$ cat src/rtl/row_arb_pkg.sv
package row_arb_pkg;
  typedef enum logic [2:0] {
    OP_NOP = 3'd0,
    OP_ACT = 3'd1,
    OP_PRE = 3'd2,
    OP_RD  = 3'd3,
    OP_WR  = 3'd4
  } op_e;
endpackage

$ cat src/rtl/row_arb_table.sv
module row_arb_table #(
  parameter int N_BANK = 4,
  parameter int ROW_W  = 13,
  localparam int BANK_W = $clog2(N_BANK)
) (
  input  logic                  clk_i,
  input  logic                  rst_ni,
  input  row_arb_pkg::op_e      upd_op_i,
  input  logic [BANK_W-1:0]     upd_bank_i,
  input  logic [ROW_W-1:0]      upd_row_i,
  output logic [N_BANK-1:0]     vld_o,
  output logic [ROW_W-1:0]      row_o [N_BANK]
);
  import row_arb_pkg::*;

  for (genvar b = 0; b < N_BANK; b++) begin : g_bank
    logic sel;
    assign sel = (upd_bank_i == BANK_W'(b));
    always_ff @(posedge clk_i or negedge rst_ni) begin
      if (!rst_ni) begin
        vld_o[b] <= 1'b0;
        row_o[b] <= '0;
      end else if (sel && upd_op_i == OP_PRE) begin
        vld_o[b] <= 1'b0;
      end else if (sel && upd_op_i == OP_ACT) begin
        vld_o[b] <= 1'b1;
        row_o[b] <= upd_row_i;
      end
    end
  end
endmodule

$ cat src/rtl/row_arb_pick.sv
module row_arb_pick #(
  parameter int N_MST  = 4,
  parameter int N_BANK = 4,
  parameter int ROW_W  = 13,
  parameter int PRIO_W = 3,
  parameter int AGE_W  = 8,
  localparam int BANK_W = $clog2(N_BANK),
  localparam int IDX_W  = $clog2(N_MST)
) (
  input  logic [N_MST-1:0]        req_i,
  input  logic [N_MST*BANK_W-1:0] bank_i,
  input  logic [N_MST*ROW_W-1:0]  row_i,
  input  logic [N_MST*PRIO_W-1:0] prio_i,
  input  logic [N_MST*AGE_W-1:0]  age_i,
  input  logic [N_BANK-1:0]       tbl_vld_i,
  input  logic [ROW_W-1:0]        tbl_row_i [N_BANK],
  output logic                    any_o,
  output logic [IDX_W-1:0]        sel_o,
  output logic                    sel_hit_o
);
  logic [N_MST-1:0] hit;
  logic [PRIO_W-1:0] prio [N_MST];
  logic [AGE_W-1:0]  age  [N_MST];

  for (genvar i = 0; i < N_MST; i++) begin : g_hit
    logic [BANK_W-1:0] b;
    assign b       = bank_i[i*BANK_W +: BANK_W];
    assign prio[i] = prio_i[i*PRIO_W +: PRIO_W];
    assign age[i]  = age_i[i*AGE_W +: AGE_W];
    assign hit[i]  = tbl_vld_i[b] && (tbl_row_i[b] == row_i[i*ROW_W +: ROW_W]);
  end

  function automatic logic older(input logic [AGE_W-1:0] a, input logic [AGE_W-1:0] b);
    logic [AGE_W-1:0] d;
    d = a - b;
    return d[AGE_W-1];
  endfunction

  // Lexicographic key: hit, then priority, then age; strict compare keeps lowest index
  always_comb begin
    logic [IDX_W-1:0] best;
    logic found;
    best  = '0;
    found = 1'b0;
    for (int i = 0; i < N_MST; i++) begin
      if (req_i[i]) begin
        if (!found
            || (hit[i] && !hit[best])
            || (hit[i] == hit[best] && prio[i] > prio[best])
            || (hit[i] == hit[best] && prio[i] == prio[best] && older(age[i], age[best]))) begin
          best  = IDX_W'(i);
          found = 1'b1;
        end
      end
    end
    any_o     = found;
    sel_o     = best;
    sel_hit_o = found && hit[best];
  end
endmodule

$ cat src/rtl/row_arb.sv
module row_arb #(
  parameter int N_MST  = 4,
  parameter int N_BANK = 4,
  parameter int ROW_W  = 13,
  parameter int PRIO_W = 3,
  parameter int AGE_W  = 8,
  localparam int BANK_W = $clog2(N_BANK),
  localparam int IDX_W  = $clog2(N_MST)
) (
  input  logic                    clk_i,
  input  logic                    rst_ni,
  input  logic [N_MST-1:0]        req_i,
  input  logic [N_MST-1:0]        rd_i,
  input  logic [N_MST*BANK_W-1:0] bank_i,
  input  logic [N_MST*ROW_W-1:0]  row_i,
  input  logic [N_MST*PRIO_W-1:0] prio_i,
  input  logic [N_MST*AGE_W-1:0]  age_i,
  output logic [N_MST-1:0]        gnt_o,
  output logic [2:0]              op_o,
  output logic [BANK_W-1:0]       bank_o,
  output logic [ROW_W-1:0]        row_o
);
  import row_arb_pkg::*;

  logic [N_BANK-1:0] tbl_vld;
  logic [ROW_W-1:0]  tbl_row [N_BANK];
  logic              any, sel_hit;
  logic [IDX_W-1:0]  sel;
  op_e               nxt_op;
  logic [N_MST-1:0]  nxt_gnt;
  logic [BANK_W-1:0] nxt_bank;
  logic [ROW_W-1:0]  nxt_row;

  row_arb_pick #(
    .N_MST(N_MST), .N_BANK(N_BANK), .ROW_W(ROW_W), .PRIO_W(PRIO_W), .AGE_W(AGE_W)
  ) u_pick (
    .req_i(req_i), .bank_i(bank_i), .row_i(row_i), .prio_i(prio_i), .age_i(age_i),
    .tbl_vld_i(tbl_vld), .tbl_row_i(tbl_row),
    .any_o(any), .sel_o(sel), .sel_hit_o(sel_hit)
  );

  always_comb begin
    nxt_op   = OP_NOP;
    nxt_gnt  = '0;
    nxt_bank = '0;
    nxt_row  = '0;
    if (any) begin
      nxt_bank = bank_i[sel*BANK_W +: BANK_W];
      nxt_row  = row_i[sel*ROW_W +: ROW_W];
      if (sel_hit) begin
        nxt_op       = rd_i[sel] ? OP_RD : OP_WR;
        nxt_gnt[sel] = 1'b1;
      end else if (tbl_vld[nxt_bank]) begin
        nxt_op  = OP_PRE;
        nxt_row = tbl_row[nxt_bank];  // report the row being closed
      end else begin
        nxt_op  = OP_ACT;
      end
    end
  end

  row_arb_table #(.N_BANK(N_BANK), .ROW_W(ROW_W)) u_tbl (
    .clk_i(clk_i), .rst_ni(rst_ni),
    .upd_op_i(nxt_op), .upd_bank_i(nxt_bank), .upd_row_i(nxt_row),
    .vld_o(tbl_vld), .row_o(tbl_row)
  );

  always_ff @(posedge clk_i or negedge rst_ni) begin
    if (!rst_ni) begin
      gnt_o  <= '0;
      op_o   <= OP_NOP;
      bank_o <= '0;
      row_o  <= '0;
    end else begin
      gnt_o  <= nxt_gnt;
      op_o   <= nxt_op;
      bank_o <= nxt_bank;
      row_o  <= nxt_row;
    end
  end


  gnt_onehot_chk: assert property (@(posedge clk_i) disable iff (!rst_ni)
    $onehot0(gnt_o));

  gnt_op_chk: assert property (@(posedge clk_i) disable iff (!rst_ni)
    (|gnt_o) |-> (op_o == OP_RD || op_o == OP_WR));

  gnt_row_open_chk: assert property (@(posedge clk_i) disable iff (!rst_ni)
    (|gnt_o) |-> (tbl_vld[bank_o] && tbl_row[bank_o] == row_o));

  idle_nop_chk: assert property (@(posedge clk_i) disable iff (!rst_ni)
    !(|req_i) |=> (op_o == OP_NOP && gnt_o == '0));

  act_opens_chk: assert property (@(posedge clk_i) disable iff (!rst_ni)
    (op_o == OP_ACT) |-> (tbl_vld[bank_o] && tbl_row[bank_o] == row_o && gnt_o == '0));

  pre_closes_chk: assert property (@(posedge clk_i) disable iff (!rst_ni)
    (op_o == OP_PRE) |-> (!tbl_vld[bank_o] && gnt_o == '0));
endmodule

$ cat config.mk
export PLATFORM = sky130hd
export DESIGN_NAME = row_arb
export DESIGN_NICKNAME = d
export VERILOG_FILES = /design/src/rtl/row_arb_pkg.sv /design/src/rtl/row_arb_table.sv /design/src/rtl/row_arb_pick.sv /design/src/rtl/row_arb.sv
export SDC_FILE = /design/constraint.sdc
export NUM_CORES = 1
export LEC_CHECK = 0
export ABC_AREA = 1
export BUFFER_PORTS_ARGS = -buffer_cell sky130_fd_sc_hd__buf_2
export CELL_PAD_IN_SITES_DETAIL_PLACEMENT = 0
export CELL_PAD_IN_SITES_GLOBAL_PLACEMENT = 2
export CORE_ASPECT_RATIO = 1.4
export CORE_MARGIN = 2
export CORE_UTILIZATION = 31
export CTS_CLUSTER_DIAMETER = 200
export DETAILED_ROUTE_END_ITERATION = 7
export PLACE_DENSITY = 0.9
export SYNTH_ARGS = -nofsm -noshare
export SYNTH_HDL_FRONTEND = slang
export SYNTH_SLANG_ARGS = --single-unit
$ cat constraint.sdc
create_clock -name clk_i -period 8.4 [get_ports clk_i]
set_clock_uncertainty 0.15 [all_clocks]
set_input_delay 0.42 -clock clk_i [delete_from_list [all_inputs] [get_ports clk_i]]
set_output_delay 0.42 -clock clk_i [all_outputs]
set_load 0.02 [all_outputs]
==> Word-level counts from Yosys, hierarchy flattened <==
Index checks and enable logic that the tools add are counted.
{ "word_totals": {"reg_bits": 78, "input_bits": 114, "out_inout_bits": 22, "word_cells": 191} }
{ "op_classes": {"add_sub_neg": 3, "multipliers": 1, "n_lt_le_gt_ge": 19, "eq_ne": 15, "shift": 2, "n_mux": 78, "n_bitwise": 11, "reduce_logical": 50} }
{ "ops": {"columns": ["op", "count"], "rows": [
  ["$mux W13", 13],
  ["$bmux W13 S2", 5],
  ["$eq A13 B13 Y1", 4],
  ["$shiftx A52 B7 Y13", 1],
  ["$bmux W8 S2", 2],
  ["$mux W8", 4],
  ["$mux W1", 27],
  ["$logic_and A1 B1 Y1", 26],
  ["$lt A2 B3 Y1 const B", 8],
  ["$sub A8 B8 Y8", 3],
  ["$ge A3 B3 Y1 const B", 7],
  ["$mux W3", 7],
  ["$not A2 Y3", 7],
  ["$bmux W1 S2", 9],
  ["$bmux W3 S2", 2],
  ["$mux W2", 6],
  ["$eq A3 B3 Y1", 3],
  ["$gt A3 B3 Y1", 3],
  ["$logic_or A1 B1 Y1", 9],
  ["$mux W4", 2],
  ["$reduce_and A2 Y1", 4],
  ["$reduce_bool A2 Y1", 4],
  ["$shiftx A8 B4 Y2", 1],
  ["$logic_not A1 Y1", 6],
  ["10 further kinds", 16]
]} }

==> Depth between registers and ports, before layout <==
{ "logic_depth": {"depth_word": 43, "depth_mapped": 59} }

==> Hierarchy <==
A second synthesis with hierarchy kept.
{ "unflattened": {"cells_unflattened": 1170, "hier_area_um2": 7522.2} }
{ "modules_own_cells": {"columns": ["mod", "instances", "cells_per_inst", "area_per_inst_um2"], "rows": [
  ["row_arb_pick", 1, 641, 3388.2],
  ["row_arb_table", 1, 242, 2324.7],
  ["row_arb", 1, 287, 1809.2]
]} }

==> Least setup slack after synthesis <==
OpenSTA, ideal clock, no wires.
{ "synth_timing": {"path_kind": "input to register", "from": "input bank_i[3]", "to": "register u_tbl.vld_o[3]", "setup_ns": 0.116, "t_arrival_ns": 6.811, "slack_ns": 1.322, "stages": 49, "n_path_buf": 6, "path_cell_list": "inv_1 > clkbuf_1 > o21ai_0 > o22ai_1 > o22ai_1 > a211oi_1 > o2111ai_1 > a2111oi_0 > nand3_1 > inv_1 > ha_1 > nand2_1 > a21oi_1 > nor3_1 > nand2_1 > nand2_2 > clkbuf_1 > nand2_1 > [... 13 more ...] > a21oi_1 > nor2_1 > a211oi_1 > nand2_1 > nand2_1 > nand3_1 > nand2_2 > nand2_4 > nand3_1 > o21ai_4 > nor2_4 > nand3_2 > nand2_4 > buf_6 > buf_6 > nand2_1 > o22ai_2 > inv_2"} }
{ "synth_via": {"elab_chain_cells": 41} }
{ "synth_rtl": {"columns": ["element", "line", "rtl"], "rows": [
  ["start: declaration", "row_arb.sv:14", "input logic [N_MST*BANK_W-1:0] bank_i,"],
  ["parallel branches: the longest is 41 deep, another holds $bmux W13 S2", null, null],
  ["end signal: indexed assignment", "row_arb_table.sv:21", "vld_o[b] <= 1'b0;"],
  ["end signal: indexed assignment", "row_arb_table.sv:24", "vld_o[b] <= 1'b0;"],
  ["end signal: indexed assignment", "row_arb_table.sv:26", "vld_o[b] <= 1'b1;"],
  ["end: declaration", "row_arb_table.sv:11", "output logic [N_BANK-1:0] vld_o,"]
]} }
Parallel ways; which one is timed is not known. The select of a mux whose other input is x is not followed.
A chain may end at the register's enable or synchronous reset.

==> Worst setup path after layout <==
{ "layout_timing": {"from": "input bank_i[2]", "to": "register u_tbl.row_o[18] (netlist bit)"} }
{ "layout_via": {"elab_chain_cells": 42} }
{ "layout_rtl": {"columns": ["element", "line", "rtl"], "rows": [
  ["parallel branches: the longest is 42 deep, another holds $bmux W13 S2", null, null],
  ["end signal: indexed assignment", "row_arb_table.sv:27", "row_o[b] <= upd_row_i;"],
  ["end: declaration", "row_arb_table.sv:12", "output logic [ROW_W-1:0] row_o [N_BANK]"]
]} }
Parallel ways; which one is timed is not known. The select of a mux whose other input is x is not followed.

==> Implementation_results.wiki <==
{| class="wikitable"
! Metric !! Value
|-
| Result of the run || completed
|-
| Maximum clock path buffer count || 2
|-
| Number of violations reported at the end of detailed-routing iteration 0 || 971
|-
| Area of the die || 0.02537 mm²
|-
| WP data required || 8.49 ns
|-
| Power density over the cells || 298.5 mW/mm²
|-
| Final worst path period share || 0.9109
|-
| Max-slew violation count || 0
|-
| Internal power summed over all cells || 1266 µW
|-
| Number of nets produced by synthesis || 1299
|-
| Total placed cells including tap cells || 1566
|-
| Largest net degree at the start of global routing || 56
|-
| Wirelength per Cell || 20.92 µm
|-
| CTS Sinks || 78
|-
| Final antenna-violating net count || 0
|-
| Unrepaired setup endpoints after global routing || no
|-
| Area growth syn-to-layout || 18.08%
|-
| Detailed-route via count || 9010
|-
| Actual transition at the worst max-transition pin || 1.015 ns
|-
| I/O pins || 136
|-
| Longest individual stage delay on the worst path || 0.35 ns
|-
| Worst Hold Class || in -> reg
|-
| Library cells used by synthesis || 48
|-
| Share of layout cells above drive strength 1 || 0.1890
|-
| Instance count along the most critical hold path || 4
|-
| Post-Place Cell Area || 0.008472 mm²
|-
| CTS Buf Count || 9
|-
| Wire length of the first global-routing pass || 50.67 mm
|-
| Most common cell after layout, fill and taps aside || nand2_1
|-
| Cell depth of the worst setup path || 44
|-
| Synth warn || 0
|-
| Number of cell rows || 67
|-
| Drc violations || 0
|-
| Combined global-route utilization of all metal layers || 0.2630
|-
| Worst reg-to-reg path cell count || 41
|-
| Ys async rst share || 1.000
|-
| Launching element type of the critical path || primary input
|-
| Core box area || 0.02381 mm²
|-
| Number of vias per cell after detailed routing || 5.685
|-
| Final net count || 1415
|-
| Setup TNS || 0 ns
|-
| Number of enable flip-flop cells after synthesis || 0
|-
| Share of total power consumed by net switching || 0.5193
|-
| Peak supply drop || 0.09927 mV
|-
| Number of hold violations in the final report || 0
|-
| Clock network fraction of design power || 0.152
|-
| Largest delay share family, worst path || simple AND/OR/NAND/NOR gates
|-
| Height of the die || 187.7 µm
|-
| Root buffer selected by CTS || clkbuf_16
|-
| Power share of the sequential group || 0.313
|-
| Gr ovfl total || 0
|-
| Quantity of I/O buffers inserted on ports || 135
|-
| Max Clk Rate || 0.1307 GHz
|-
| Worst endpoint data arrival time || 7.74 ns
|-
| Horizontal extent of the die || 135.2 µm
|-
| Sum of buffers and inverters on the critical path || 5
|-
| Synth Register Bits || 78
|-
| Sort of element at the end of the critical path || flop
|-
| Net Switching || 1367 µW
|-
| Ant. Diodes || 0
|-
| Number of antenna violations at the first check in global routing || 0
|-
| Setup-failing EPs final || 0
|-
| Post-synthesis sequential area ratio || 0.2614
|-
| WHS || 0.3091 ns
|-
| CP Max Fanout || 29
|-
| Non-Filler Cell Area, Final || 0.008818 mm²
|-
| Number of levels the H-tree was split into || 3
|-
| Worst slew margin relative to its limit || 0.3236
|-
| Pwr Total || 2633 µW
|-
| Most frequent cells in the layout || 376 x nand2_1, 134 x buf_2, 97 x nor2_1
|-
| Final Routed Wirelength || 33.17 mm
|-
| Synthesized area per cell || 6.466 µm²
|-
| Slowest cell on crit path || a2111oi_0
|-
| TritonCTS clock tree || yes
|-
| Starting Density || 0.3137
|-
| Count of maximum capacitance violations || 0
|-
| Top FF cell, synth || dfrtp_1
|-
| Min Tclk post-route || 7.651 ns
|-
| Reported leakage power || 0.004351 µW
|-
| Classification of the worst setup path || in -> reg
|-
| Most common cell type on the critical path || nand2_1
|-
| Number of non-filler instances in the completed layout || 1585
|-
| Instance count of the mapped netlist || 1155
|-
| Gate power share || 0.536
|-
| First-pass detailed-route iteration total || 5
|-
| Netlist Area Pre-Place || 0.007468 mm²
|-
| Insertion delay of the later-clocked pin in the worst-skew pair || 0.35 ns
|-
| Clock transition time at the flip-flop clock pins of the worst setup and hold paths || 0.06 ns
|-
| Routability congestion estimate from global placement || 0.9615
|-
| Via count of the first global-routing pass || 8450
|-
| Placed wire-length estimate || 25.49 mm
|}
## kinds of logic after synthesis
| family | Yosys count | share of synthesized area |
|---|---|---|
| DFF | 78 | 0.2614 |
| buffers and inverters | 138 | 0.07908 |
| and+or+nand+nor | 647 | 0.3820 |
| adders and majority gates | 30 | 0.05026 |
| xor gates and xnor gates | 24 | 0.02815 |
| AOI/OAI and AO/OA | 238 | 0.1992 |
## state kept, by name (all words and copies together) (netlist names)
signal,cells
gnt_o,4
op_o,3
row_o,13
u_tbl.row_o,52
bank_o,2
u_tbl.vld_o,4
## power groups by stage
| stage | clock [µW] | combinational, µW | sequential (µW) |
|---|---|---|---|
| global placement | 0 | 1370 | 815 |
| finish | 400 | 1410 | 823 |
| CTS | 405 | 1390 | 807 |
| global route | 424 | 1570 | 833 |
| floorplan | 0 | 927 | 753 |
| detailed placement | 0 | 1380 | 810 |
## worst register-to-register path, delay by kind of cell (launching register included)
family / cells / cell delay, ns
adders and majority gates: 3 / 0.83
and+or+nand+nor: 23 / 3.07
buffers and inverters: 3 / 0.64
DFF: 1 / 0.54
AOI/OAI and AO/OA: 12 / 2.27
## area by class of cell
type | count | area [µm²]
clock buffer | 11 | 242.7
clock inverter | 4 | 47.55
fill | 2632 | 14990
inverter | 72 | 282.8
multi-input combinational | 939 | 4942
sequential | 78 | 1952
tap | 310 | 387.9
timing repair buffer | 171 | 963.4
## synth_stat cells (3+ instances only)
library cell / count / share of area
nand2_4: 4 / 0.0060
or2_2: 7 / 0.0059
nand4_1: 56 / 0.047
nand3_1: 68 / 0.046
nand2_2: 13 / 0.011
buf_1: 3 / 0.0015
buf_6: 6 / 0.0090
clkbuf_1: 41 / 0.021
xor2_1: 14 / 0.016
clkinv_1: 3 / 0.0015
dfrtp_1: 78 / 0.26
nor2_1: 98 / 0.049
nor3_1: 4 / 0.0027
nor2_4: 3 / 0.0045
o221ai_1: 4 / 0.0047
nor4_1: 4 / 0.0034
inv_2: 13 / 0.0065
inv_1: 55 / 0.028
a21oi_1: 46 / 0.031
buf_2: 14 / 0.0094
a211oi_1: 7 / 0.0070
nand3_2: 5 / 0.0067
xnor2_1: 10 / 0.012
or2_1: 3 / 0.0025
o21ai_1: 4 / 0.0027
a32oi_1: 4 / 0.0047
o21ai_0: 87 / 0.058
nand2_1: 376 / 0.19
o22ai_1: 45 / 0.038
a221oi_1: 4 / 0.0047
a32o_1: 23 / 0.031
ha_1: 30 / 0.050
## metal layers
metal / GRT usage / vias up / share of wire
li1: - / 4207 / -
met1: 0.3182 / 4229 / 0.38
met2: 0.4487 / 470 / 0.49
met3: 0.04298 / 104 / 0.076
met4: 0.1290 / 0 / 0.052
met5: 0 / - / 0
## worst paths after layout
check	from	to	slack (ns)
setup / recovery	bank_i[2]	u_tbl.row_o[18]	0.75
max in group asynchronous	rst_ni	u_tbl.row_o[40]	6.65
hold reg to reg	u_tbl.vld_o[1]	u_tbl.vld_o[1]	0.36
setup reg to reg	u_tbl.row_o[50]	u_tbl.row_o[18]	0.79
hold / removal	rd_i[0]	op_o[2]	0.31
min in group asynchronous	rst_ni	gnt_o[1]	0.38
## stage by stage
step           worst slack [ns]  utilization
2_1_floorplan             1.322            -
3_3_place_gp             0.2780       0.3558
3_5_place_dp             0.1634       0.3558
4_1_cts                  0.5076       0.3685
5_1_grt                 0.06192       0.3704
6_report                 0.7485       0.3704
## repair_timing
action | in CTS | in global routing
endpoints found under the hold margin | 23 | 0
buffers inserted | 0 | 3
endpoints found under the setup margin | 0 | 71
resized for setup | 0 | 7
hold buffers | 1 | 0
Note: power is estimated with default switching activity, not from simulation.
